--- config.mk ---
export PLATFORM = sky130hd
export DESIGN_NAME = addsub_unit
export DESIGN_NICKNAME = d
export VERILOG_FILES = /design/src/rtl/addsub_pkg.sv /design/src/rtl/as_operand.sv /design/src/rtl/as_adder.sv /design/src/rtl/as_flags.sv /design/src/rtl/addsub_unit.sv
export SDC_FILE = /design/constraint.sdc
export NUM_CORES = 1
export LEC_CHECK = 0
export BUFFER_PORTS_ARGS = -buffer_cell sky130_fd_sc_hd__buf_4
export CAP_MARGIN = 25
export CORE_UTILIZATION = 41
export DETAILED_ROUTE_END_ITERATION = 6
export GPL_TIMING_DRIVEN = 0
export PLACE_DENSITY = 0.77
export SYNTH_ARGS = -nofsm -noshare
export SYNTH_HDL_FRONTEND = slang
export SYNTH_HIERARCHICAL = 1
export SYNTH_SLANG_ARGS = --single-unit
--- constraint.sdc ---
create_clock -name clk_i -period 3.85 [get_ports clk_i]
set_input_delay 0.77 -clock clk_i [delete_from_list [all_inputs] [get_ports clk_i]]
set_output_delay 0.77 -clock clk_i [all_outputs]
set_load 0.03 [all_outputs]
--- src/rtl/addsub_pkg.sv ---
package addsub_pkg;
  localparam int unsigned DW = 8;

  typedef enum logic [1:0] {
    OP_ADD = 2'b00,
    OP_SUB = 2'b01,
    OP_ADC = 2'b10,
    OP_SBC = 2'b11
  } as_op_e;

  typedef struct packed {
    logic c;
    logic z;
    logic n;
    logic v;
  } as_flags_t;
endpackage

--- src/rtl/as_operand.sv ---
module as_operand #(
  parameter int unsigned W = 8
) (
  input  logic         clk_i,
  input  logic         rst_ni,
  input  logic [W-1:0] b_i,
  input  logic [1:0]   op_i,
  input  logic         carry_i,
  output logic [W-1:0] bm_o,
  output logic         cin_o
);
  // op[0]: invert second operand; op[1]: take carry-in from stored carry
  assign bm_o  = op_i[0] ? ~b_i : b_i;
  assign cin_o = op_i[1] ? carry_i : op_i[0];

  p_cin_fixed_r9: assert property (@(posedge clk_i) disable iff (!rst_ni)
    (op_i[1] == 1'b0) |-> (cin_o == op_i[0] && $stable(cin_o) || cin_o == op_i[0]));
endmodule

--- src/rtl/as_adder.sv ---
module as_adder #(
  parameter int unsigned W = 8
) (
  input  logic         clk_i,
  input  logic         rst_ni,
  input  logic [W-1:0] a_i,
  input  logic [W-1:0] bm_i,
  input  logic         cin_i,
  output logic [W-1:0] sum_o,
  output logic         cout_o,
  output logic         ovf_o
);
  logic [W:0] wide;

  assign wide   = {1'b0, a_i} + {1'b0, bm_i} + {{W{1'b0}}, cin_i};
  assign sum_o  = wide[W-1:0];
  assign cout_o = wide[W];
  assign ovf_o  = (a_i[W-1] == bm_i[W-1]) && (sum_o[W-1] != a_i[W-1]);

  // zero carry-in never yields sum below operand a (wrap implies carry)
  p_wrap_carry_r1: assert property (@(posedge clk_i) disable iff (!rst_ni)
    (!cin_i && sum_o < a_i) |-> cout_o);
endmodule

--- src/rtl/as_flags.sv ---
module as_flags #(
  parameter int unsigned W         = 8,
  parameter bit          REG_FLAGS = 1'b1
) (
  input  logic                   clk_i,
  input  logic                   rst_ni,
  input  logic [W-1:0]           sum_i,
  input  logic                   cout_i,
  input  logic                   ovf_i,
  output addsub_pkg::as_flags_t  flags_o
);
  import addsub_pkg::*;

  as_flags_t flags_d;

  always_comb begin
    flags_d.c = cout_i;
    flags_d.z = (sum_i == '0);
    flags_d.n = sum_i[W-1];
    flags_d.v = ovf_i;
  end

  if (REG_FLAGS) begin : g_reg
    as_flags_t flags_q;
    always_ff @(posedge clk_i or negedge rst_ni) begin
      if (!rst_ni) flags_q <= '0;
      else         flags_q <= flags_d;
    end
    assign flags_o = flags_q;

    p_zero_r5: assert property (@(posedge clk_i) disable iff (!rst_ni)
      (sum_i == '0) |=> flags_o.z);
    p_neg_r6: assert property (@(posedge clk_i) disable iff (!rst_ni)
      1'b1 |=> (flags_o.n == $past(sum_i[W-1])));
  end else begin : g_comb
    assign flags_o = flags_d;
  end
endmodule

--- src/rtl/addsub_unit.sv ---
module addsub_unit #(
  parameter int unsigned W         = addsub_pkg::DW,
  parameter bit          REG_FLAGS = 1'b1
) (
  input  logic         clk_i,
  input  logic         rst_ni,
  input  logic [W-1:0] a_i,
  input  logic [W-1:0] b_i,
  input  logic [1:0]   op_i,
  input  logic         carry_i,
  output logic [W-1:0] result_o,
  output logic         carry_o,
  output logic         zero_o,
  output logic         neg_o,
  output logic         ovf_o
);
  import addsub_pkg::*;

  logic [W-1:0] bm;
  logic         cin;
  logic [W-1:0] sum;
  logic         cout;
  logic         ovf;
  as_flags_t    flags;

  as_operand #(.W(W)) u_opnd (
    .clk_i, .rst_ni, .b_i, .op_i, .carry_i,
    .bm_o(bm), .cin_o(cin)
  );

  as_adder #(.W(W)) u_add (
    .clk_i, .rst_ni, .a_i, .bm_i(bm), .cin_i(cin),
    .sum_o(sum), .cout_o(cout), .ovf_o(ovf)
  );

  as_flags #(.W(W), .REG_FLAGS(REG_FLAGS)) u_flg (
    .clk_i, .rst_ni, .sum_i(sum), .cout_i(cout), .ovf_i(ovf),
    .flags_o(flags)
  );

  assign result_o = sum;
  assign carry_o  = flags.c;
  assign zero_o   = flags.z;
  assign neg_o    = flags.n;
  assign ovf_o    = flags.v;

  // subtract carry is the no-borrow compare
  p_sub_noborrow_r3: assert property (@(posedge clk_i) disable iff (!rst_ni)
    (op_i == OP_SUB) |-> (cout == (a_i >= b_i)));
  // plain add carry is the wide-sum top bit
  p_add_carry_r1: assert property (@(posedge clk_i) disable iff (!rst_ni)
    (op_i == OP_ADD) |-> (cout == (({1'b0, a_i} + {1'b0, b_i}) > {1'b0, {W{1'b1}}})));

  if (REG_FLAGS) begin : g_chk
    // same-sign add whose result flips sign raises overflow next cycle
    p_ovf_add_r7: assert property (@(posedge clk_i) disable iff (!rst_ni)
      ((op_i == OP_ADD) && (a_i[W-1] == b_i[W-1]) && (result_o[W-1] != a_i[W-1]))
      |=> ovf_o);
    // carry output is last cycle's carry-out
    p_carry_reg_r8: assert property (@(posedge clk_i) disable iff (!rst_ni)
      1'b1 |=> (carry_o == $past(cout)));
  end
endmodule

# Word level (Yosys, flattened, before mapping)
# Cells that the tools add are included.
[word_totals]
regBits = 4
latch_bits = 0
ramBits = 0
mem_bits_ro = 0
word_cells = 13
memories = 0
[classes]
n_addsub = 2
mul = 0
n_div = 0
magnitude_cmp = 0
eq_ne = 2
shift = 0
muxes = 2
bitwise = 1
reduce_logical = 2
[op_table]
columns = ["op", "n"]
rows = [
  ["adder 8 x 8 -> 9 bit", 1],
  ["adder 9 x 1 -> 9 bit", 1],
  ["zero test 8 bit", 1],
  ["two-way mux 8 bit", 1],
  ["inverter 8 bit", 1],
  ["== test 1 bit", 1],
  ["logical AND 1 bit", 1],
  ["two-way mux 1 bit", 1],
  ["inequality test 1 bit", 1],
]

# Depth between registers and ports, before layout
[logic_depth]
depth_word = 6
mapped_depth = 10
depth_no_buf = 9

# By module
# Netlist, hierarchy kept.
[by_module_without_submodules]
columns = ["module", "n_inst", "cells_each", "area_per_inst_um2"]
rows = [
  ["as_adder", 1, 42, 336.6],
  ["as_flags", 1, 7, 118.9],
  ["as_operand", 1, 10, 92.6],
]

# Worst setup path before layout
# OpenSTA, ideal clock, no wires.
[synth_path]
path_kind = "in2out"
from = "in op_i[0]"
to = "out result_o[6]"
arrival_time_ns = 2.819
slack_ns = 0.261
cell_stages = 8
n_path_buf = 1
cell_sequence = "buf_6 -> mux2_2 -> fa_1 -> fa_1 -> a21oi_1 -> o211ai_1 -> a21oi_1 -> xnor2_1"
[synth_between]
word_cells_on_any_way = 4
[synth_rtl]
columns = ["item", "line_no", "text"]
rows = [
  ["start: declaration", "addsub_unit.sv:9", "input logic [1:0] op_i,"],
  ["two-way mux 1 bit", "as_operand.sv:14", "assign cin_o = op_i[1] ? carry_i : op_i[0];"],
  ["via cin", "addsub_unit.sv:20", "logic cin;"],
  ["adder 9 x 1 -> 9 bit", "as_adder.sv:15", "assign wide = {1'b0, a_i} + {1'b0, bm_i} + {{W{1'b0}}, cin_i};"],
  ["end: declaration", "addsub_unit.sv:11", "output logic [W-1:0] result_o,"],
]
# The timed path passes the listed nets, and every way through them passes these cells.

# Worst setup path in the final report
[layout_path]
from = "in op_i[1]"
to = "out result_o[6]"
# The elaborated chain is that of the path after synthesis.

==> run summary <==
outcome: finished clean
Hold Violations, Final: 0
most common cell in the netlist: xor2_1
final critical-path share of the clock period: 0.960
slowest stage cell, crit path: fa_1
post-synthesis cell count: 59
CTS max path bufs: 2
ant diodes: 0
DP Area: 798 um2
min Tclk post-route: 3.70 ns
critical path, cell by cell: buf_4 > mux2_2 > fa_1 > fa_1 > a21oi_2 > o211ai_1 > a21oi_1 > xnor2_1 > buf_4
CP max FO: 3
CORE AREA: 0.00117 mm2
Fmax: 0.271 GHz
fin util: 0.704
num rows: 12
Residual DRC: 0
grt total ovfl: 0
1st-pass router iterations: 4
HP Class: input port to asynchronous set/reset pin
top cells by count, synth: 9 x xor2_1, 7 x ha_1, 5 x a21oi_1
Iter 0 DRT Violations: 15
RSZ-0062 raised after global routing: false
Slew HR: 0.824
area leader, netlist: dfrtp_1
CTS root buffer: clkbuf_4
Post-Syn Nets: 89
Initial Utilization: 0.468
# IOs: 33
clock sinks: 4
Total Power: 0.000347 W
largest net degree at the start of global routing: 10
CP Capture Type: primary output
P_leak: 0.410 nW
clock-pin slew on the worst setup and hold paths: 0.04 ns
share of cells above drive strength 1: 0.419
Setup TNS: 0 ns
CTS buffer count: 3
CP top delay family: adder cells
die width: 38.6 um
Final GP Congestion: 0.760
Max IR drop VDD: 0.000226 V
CTS Hold Buffers Added: 0
Nets: 125
die height: 38.6 um
Syn Area/Cell: 9.29 um2
most common flop cell mapped by yosys: dfrtp_1
gr usage total: 0.188
Post-synth EDFFs: 0
post-route design area: 825 um2
drt via density: 5.32
Largest register FFs: 4
H-tree depth: 1
total die area: 0.00149 mm2
Synth Warn #: 6
ANT nets after route: 0
Vias: 569
first-pass GRT wire length: 1.96 mm
Crit path arrival time: 2.93 ns
post-synth cell types: 23
Area Growth Syn to Fin: 50.5%
# Max-Cap Violations: 0
ys async rst share: 1.00
DP HPWL: 1.04 mm
post-CTS sizing: 0
IO Port Bufs: 31
Slew Limit Fails: 0
ranking of synthesized cells by area: dfrtp_1 18%, ha_1 16%, xor2_1 14%, fa_1 7.3%, xnor2_1 6.4%
vias in the first global route: 485
antenna violations before repair: 0
WL final: 1.24 mm
CTS tree: done
#FFs+latches synth: 4
# setup viols final: 0
crit-path max cell delay: 0.44 ns
Syn Std Cell Area: 548 um2
WP data required: 3.08 ns
Setup CP Type: input port to primary output
Buffers & Inverters on Critical Path: 2
wire per inst: 11.6 um
Worst Setup Start Kind: input port
PwrDens: 421 mW/mm2
setup bufs post-CTS: 0
sequential area share after synthesis: 0.183
share of the synthesized area in the top cell type: 0.183
Worst Tran Pin Value: 0.261 ns
[where the power goes]
part / total (W) / internal (W) / leakage, nW / switching (W)
logic: 0.000245 / 0.000101 / 0.346 / 0.000144
registers: 0.0000516 / 0.0000498 / 0.0507 / 0.00000174
clock network: 0.0000507 / 0.0000348 / 0.0138 / 0.0000160
[cell families after synthesis]
logic type,count (synthesis),share of synthesized area
AND/OR/NAND/NOR,14,0.130
AO/OA/AOI/OAI,14,0.171
buffers and inverters,3,0.0343
multiplexers,2,0.0411
XOR/XNOR,13,0.208
adder cells (fa/ha/maj),9,0.233
flip-flops,4,0.183
[worst paths after layout]
| kind | slack (ns) | depth (start not counted) | start | to |
|---|---|---|---|---|
| min in group clk_i | 0.89 | 4 | a_i[7] | u_flg/flags_o[3] |
| max | 0.15 | 9 | op_i[1] | result_o[6] |
| min | 0.33 | 1 | rst_ni | u_flg/flags_o[3] |
| max in group asynchronous | 3.42 | 1 | rst_ni | u_flg/flags_o[2] |
[layout by cell type (no fill, tap or decap)]
cell	instances
buf_4	31
xor2_1	9
ha_1	7
a21oi_1	4
nor2_1	4
xnor2_1	4
dfrtp_1	4
clkbuf_4	3
o21ai_1	3
nor3_1	3
inv_1	2
nand2_1	2
nor2b_1	2
fa_1	2
or4_1	2
a21oi_2	1
o31ai_1	1
a211oi_1	1
o21bai_2	1
or3_1	1
o22ai_2	1
o211ai_1	1
a21o_1	1
mux2_1	1
buf_6	1
mux2_2	1
[final cells by class]
type / count / area, um2
Timing Repair Buffer: 31 / 233
Sequential cell: 4 / 100
Fill cell: 95 / 347
Inverter: 2 / 7.51
Tap cell: 14 / 17.5
Clock buffer: 3 / 22.5
Multi-Input combinational cell: 52 / 433
Buffer: 1 / 11.3
[stage by stage]
step,setup slack (ns),instances,hold WS (ns)
floorplan,0.261,59,0.474
global placement,0.135,104,0.565
detailed placement,0.0935,104,0.568
CTS,0.0942,107,0.317
global route,0.0526,107,0.318
finish,0.154,107,0.326
[routing by layer]
metal  vias up  routed length [um]  GRT usage
li1        282                   -          -
met1       260                 555      0.250
met2        27                 603      0.292
met3         0                  77     0.0174
met4         0                   0      0.103
met5         -                   0          0
Power figures use the tool's default switching activity.
